$ cat src/rtl/ser_chan_pkg.sv
package ser_chan_pkg;

   // bit positions inside the synchronized input vector
   localparam int IDX_SCLK  = 0;
   localparam int IDX_DATA  = 1;
   localparam int IDX_LATCH = 2;
   localparam int IDX_SHDN  = 3;
   localparam int IDX_HOT   = 4;
   localparam int NUM_IN    = 5;

   typedef struct packed {
      logic rise;
      logic fall;
   } edge_t;

endpackage

$ cat src/rtl/ser_chan_sync.sv
module ser_chan_sync #(
   parameter int WIDTH  = 5,
   parameter int STAGES = 2
) (
   input  logic             clk,
   input  logic             rst_n,
   input  logic [WIDTH-1:0] async_in,
   output logic [WIDTH-1:0] sync_out
);

   if (STAGES < 2) begin : g_bad_stages
      $error("ser_chan_sync: STAGES must be at least 2");
   end

   logic [WIDTH-1:0] stage_q [STAGES];

   for (genvar s = 0; s < STAGES; s++) begin : g_stage
      if (s == 0) begin : g_first
         always_ff @(posedge clk or negedge rst_n) begin
            if (!rst_n) stage_q[s] <= '0;
            else        stage_q[s] <= async_in;
         end
      end else begin : g_next
         always_ff @(posedge clk or negedge rst_n) begin
            if (!rst_n) stage_q[s] <= '0;
            else        stage_q[s] <= stage_q[s-1];
         end
      end
   end

   assign sync_out = stage_q[STAGES-1];

endmodule

$ cat src/rtl/ser_chan_edge.sv
module ser_chan_edge
   import ser_chan_pkg::*;
(
   input  logic  clk,
   input  logic  rst_n,
   input  logic  level,
   output edge_t ev
);

   logic prev_q;

   always_ff @(posedge clk or negedge rst_n) begin
      if (!rst_n) prev_q <= 1'b0;
      else        prev_q <= level;
   end

   assign ev.rise = level & ~prev_q;
   assign ev.fall = ~level & prev_q;

endmodule

$ cat src/rtl/ser_chan_shift.sv
module ser_chan_shift #(
   parameter int NUM_CH = 8
) (
   input  logic              clk,
   input  logic              rst_n,
   input  logic              step,
   input  logic              emit,
   input  logic              din,
   output logic [NUM_CH-1:0] shreg,
   output logic              sout
);

   localparam int TOP = NUM_CH - 1;

   always_ff @(posedge clk or negedge rst_n) begin
      if (!rst_n)    shreg <= '0;
      else if (step) shreg <= {shreg[TOP-1:0], din};
   end

   // cascade bit retimed to the serial clock fall for downstream setup margin
   always_ff @(posedge clk or negedge rst_n) begin
      if (!rst_n)    sout <= 1'b0;
      else if (emit) sout <= shreg[TOP];
   end

endmodule

$ cat src/rtl/ser_chan_hold.sv
module ser_chan_hold #(
   parameter int NUM_CH = 8
) (
   input  logic              clk,
   input  logic              rst_n,
   input  logic              load,
   input  logic [NUM_CH-1:0] shreg,
   input  logic              shdn,
   input  logic              hot,
   output logic [NUM_CH-1:0] hold,
   output logic [NUM_CH-1:0] chan_on
);

   logic hot_eff;
   logic force_off;

   // shutdown masks the thermal flag; either one blanks the channels
   assign hot_eff   = hot & ~shdn;
   assign force_off = shdn | hot_eff;

   always_ff @(posedge clk or negedge rst_n) begin
      if (!rst_n)    hold <= '0;
      else if (load) hold <= shreg;
   end

   for (genvar ch = 0; ch < NUM_CH; ch++) begin : g_chan
      always_ff @(posedge clk or negedge rst_n) begin
         if (!rst_n) chan_on[ch] <= 1'b0;
         else        chan_on[ch] <= hold[ch] & ~force_off;
      end
   end

endmodule

$ cat src/rtl/ser_chan_ctrl.sv
module ser_chan_ctrl
   import ser_chan_pkg::*;
#(
   parameter int NUM_CH      = 8,
   parameter int SYNC_STAGES = 2
) (
   input  logic              clk,
   input  logic              rst_n,
   input  logic              sclk_i,
   input  logic              sdata_i,
   input  logic              latch_i,
   input  logic              shdn_i,
   input  logic              hot_i,
   output logic [NUM_CH-1:0] chan_on_o,
   output logic              sdata_o
);

   if (NUM_CH < 2) begin : g_bad_width
      $error("ser_chan_ctrl: NUM_CH must be at least 2");
   end

   logic [NUM_IN-1:0] raw_in;
   logic [NUM_IN-1:0] syn_in;
   edge_t             sclk_ev;
   edge_t             latch_ev;
   logic              data_q;
   logic              shdn_q;
   logic              hot_q;
   logic [NUM_CH-1:0] shreg;
   logic [NUM_CH-1:0] hold;

   assign raw_in[IDX_SCLK]  = sclk_i;
   assign raw_in[IDX_DATA]  = sdata_i;
   assign raw_in[IDX_LATCH] = latch_i;
   assign raw_in[IDX_SHDN]  = shdn_i;
   assign raw_in[IDX_HOT]   = hot_i;

   ser_chan_sync #(.WIDTH(NUM_IN), .STAGES(SYNC_STAGES)) u_sync (
      .clk      (clk),
      .rst_n    (rst_n),
      .async_in (raw_in),
      .sync_out (syn_in)
   );

   assign data_q = syn_in[IDX_DATA];
   assign shdn_q = syn_in[IDX_SHDN];
   assign hot_q  = syn_in[IDX_HOT];

   ser_chan_edge u_sclk_edge (
      .clk   (clk),
      .rst_n (rst_n),
      .level (syn_in[IDX_SCLK]),
      .ev    (sclk_ev)
   );

   ser_chan_edge u_latch_edge (
      .clk   (clk),
      .rst_n (rst_n),
      .level (syn_in[IDX_LATCH]),
      .ev    (latch_ev)
   );

   ser_chan_shift #(.NUM_CH(NUM_CH)) u_shift (
      .clk   (clk),
      .rst_n (rst_n),
      .step  (sclk_ev.rise),
      .emit  (sclk_ev.fall),
      .din   (data_q),
      .shreg (shreg),
      .sout  (sdata_o)
   );

   ser_chan_hold #(.NUM_CH(NUM_CH)) u_hold (
      .clk     (clk),
      .rst_n   (rst_n),
      .load    (latch_ev.rise),
      .shreg   (shreg),
      .shdn    (shdn_q),
      .hot     (hot_q),
      .hold    (hold),
      .chan_on (chan_on_o)
   );

endmodule

$ cat config.mk
export PLATFORM = sky130hd
export DESIGN_NAME = ser_chan_ctrl
export DESIGN_NICKNAME = d
export VERILOG_FILES = /design/src/rtl/ser_chan_pkg.sv /design/src/rtl/ser_chan_sync.sv /design/src/rtl/ser_chan_edge.sv /design/src/rtl/ser_chan_shift.sv /design/src/rtl/ser_chan_hold.sv /design/src/rtl/ser_chan_ctrl.sv
export SDC_FILE = /design/constraint.sdc
export NUM_CORES = 1
export LEC_CHECK = 0
export ABC_CLOCK_PERIOD_IN_PS = 1100
export BUFFER_PORTS_ARGS = -buffer_cell sky130_fd_sc_hd__buf_2
export CAP_MARGIN = 20
export CORE_ASPECT_RATIO = 1.2
export CORE_MARGIN = 2
export CORE_UTILIZATION = 45
export CTS_BUF_LIST = sky130_fd_sc_hd__clkbuf_8
export DETAILED_ROUTE_END_ITERATION = 10
export PLACE_DENSITY = 0.67
export SETUP_SLACK_MARGIN = 0.05
export SKIP_LAST_GASP = 1
export SLEW_MARGIN = 5
export SYNTH_ARGS = -nofsm -noshare
export SYNTH_HDL_FRONTEND = slang
export SYNTH_HIERARCHICAL = 1
export SYNTH_SLANG_ARGS = --single-unit
$ cat constraint.sdc
create_clock -name clk -period 1.1 [get_ports clk]
set_input_delay 0.055 -clock clk [delete_from_list [all_inputs] [get_ports clk]]
set_output_delay 0.055 -clock clk [all_outputs]
set_load 0.005 [all_outputs]
==> metrics.txt <==
clk root buf=clkbuf_8; Mapped Nets=81; core area=2810 µm²; initial antenna violation count=0; Die Width=53.6 µm; reg2reg setup slack=0.01 ns; worst-path fanout max=8; Placer Congestion=0.670; largest net degree at the start of global routing=38; # diodes=0; DRC=0; relative slew slack=0.699; synth warn=6; Critical Path End Type=register; Fin. Hold Viols=0; WL met1=721 µm; Starting Density=0.472; Resize count post-CTS=0; 1st-pass router iterations=2; Worst-Margin Slew=0.452 ns; most common cell after layout, fill and taps aside=dfrtp_1; Final Net Count=103; most frequent cells in the layout=dfrtp_1, mux2_4, buf_2, nor3b_1, dlygate4sd3_1; mean post-synth cell area=17.9 µm²; Final Setup Violations=0; initial DRC count=3; Critical Path Max Stage Delay=0.40 ns; clock skew=0.00241 ns; Die Span Y=63.5 µm; antenna viol nets, final=0; VDD IR max=1.18 mV; power consumption=3350 µW; number of core rows=21; Area Growth Syn to Fin=19.3%; count of maximum capacitance violations=0; die area=3400 µm²; worst path required time=1.27 ns; RSZ-0062 raised after global routing=yes; CTS sink count=37; HP Class=input pin to async pin; routed vias=632; IO Count=16; Final Core Density=0.563; Critical Path AT=1.26 ns; Max Transition Viols Final=0; worst setup path class=register to register; vias in the first global route=703; TritonCTS buffer count=5; worst skew pair latency=0.28 ns; Leak=0.000778 µW; Top Layer Used=met4; H-Tree Depth=2; CTS max path bufs=2; setup repair bufs after CTS=0; crit path max-delay cell type=dfrtp_1; met3 wire length=98 µm; Worst-path clk slew=0.07 ns; CTS tree=done; Routed Wire Length=1670 µm; Mapped Cells=74; first-pass GRT wire length=3080 µm; status=completed; Peak Freq=0.921 GHz; vias per std cell=4.82; Final period util=0.988; total track usage=0.136; WL/cell=12.7 µm; DP HPWL=1060 µm; cell area after synthesis=1330 µm²; number of port buffers=15; Pwr Density=2120 nW/µm²; Cell Chain, Critical Path=nor2b_4, buf_12, mux2_4; WL met2=790 µm; Final min period=1.09 ns; GR Overflow Total=0; Setup crit start kind=register; share of layout cells above drive strength 1=0.443
area by class of cell:
class | instances | area (µm²)
clock buffer | 5 | 68.8
clock inverter | 3 | 11.3
fill | 228 | 1230
multi-input combinational | 28 | 352
sequential | 37 | 926
tap | 34 | 42.5
timing repair buffer | 24 | 183
registers in the layout (all words and copies together) (netlist names):
register / flops
u_sync/stage_q: 5
u_sclk_edge/prev_q: 1
u_shift/sout: 1
u_hold/chan_on: 8
u_latch_edge/prev_q: 1
u_sync/sync_out: 5
u_shift/shreg: 8
u_hold/hold: 8
power by group:
part	total, µW	switching [µW]	internal, µW
Clock	853	431	421
Sequential	1880	195	1680
Combinational	618	141	476
what timing repair did:
action	4_1_cts	5_1_grt
endpoints found under the hold margin	42	0
endpoints found under the setup margin	16	16
hold buffers	6	0
metrics by stage:
| step | hold WS, ns | setup TNS [ns] | cell area (µm²) | cells | worst slack (ns) |
|---|---|---|---|---|---|
| 2_1_floorplan | -0.241 | -0.241 | 1350 | 74 | -0.0154 |
| 3_3_place_gp | 0.108 | 0 | 1440 | 117 | 0.0394 |
| 3_5_place_dp | 0.118 | 0 | 1440 | 117 | 0.0136 |
| 4_1_cts | 0.341 | 0 | 1580 | 131 | 0.00161 |
| 5_1_grt | 0.366 | -0.599 | 1580 | 131 | -0.0459 |
| 6_report | 0.336 | 0 | 1580 | 131 | 0.0136 |
routing by layer:
metal  GRT usage  vias up
met5           0        -
met4      0.0962        0
met3      0.0640        7
met2       0.210       19
met1       0.141      320
li1            -      286
worst paths after layout:
path / startpoint / end / cells after the start
min: rst_n / u_hold/chan_on[6] / 3
min reg2reg: u_sync/stage_q[8] / u_sync/sync_out[3] / 0
min in group clk: u_sync/stage_q[8] / u_sync/sync_out[3] / 0
max in group asynchronous: rst_n / u_hold/chan_on[0] / 3
max reg2reg: u_sclk_edge/prev_q / u_shift/shreg[0] / 3
max: u_sclk_edge/prev_q / u_shift/shreg[0] / 3
critical path, delay by kind of cell, from the launching register on:
| kind | cells | cell delay, ns |
|---|---|---|
| DFF | 1 | 0.40 |
| muxes | 1 | 0.29 |
| and+or+nand+nor | 1 | 0.14 |
| buffers and inverters | 1 | 0.14 |
(Power assumes the default switching activity.)
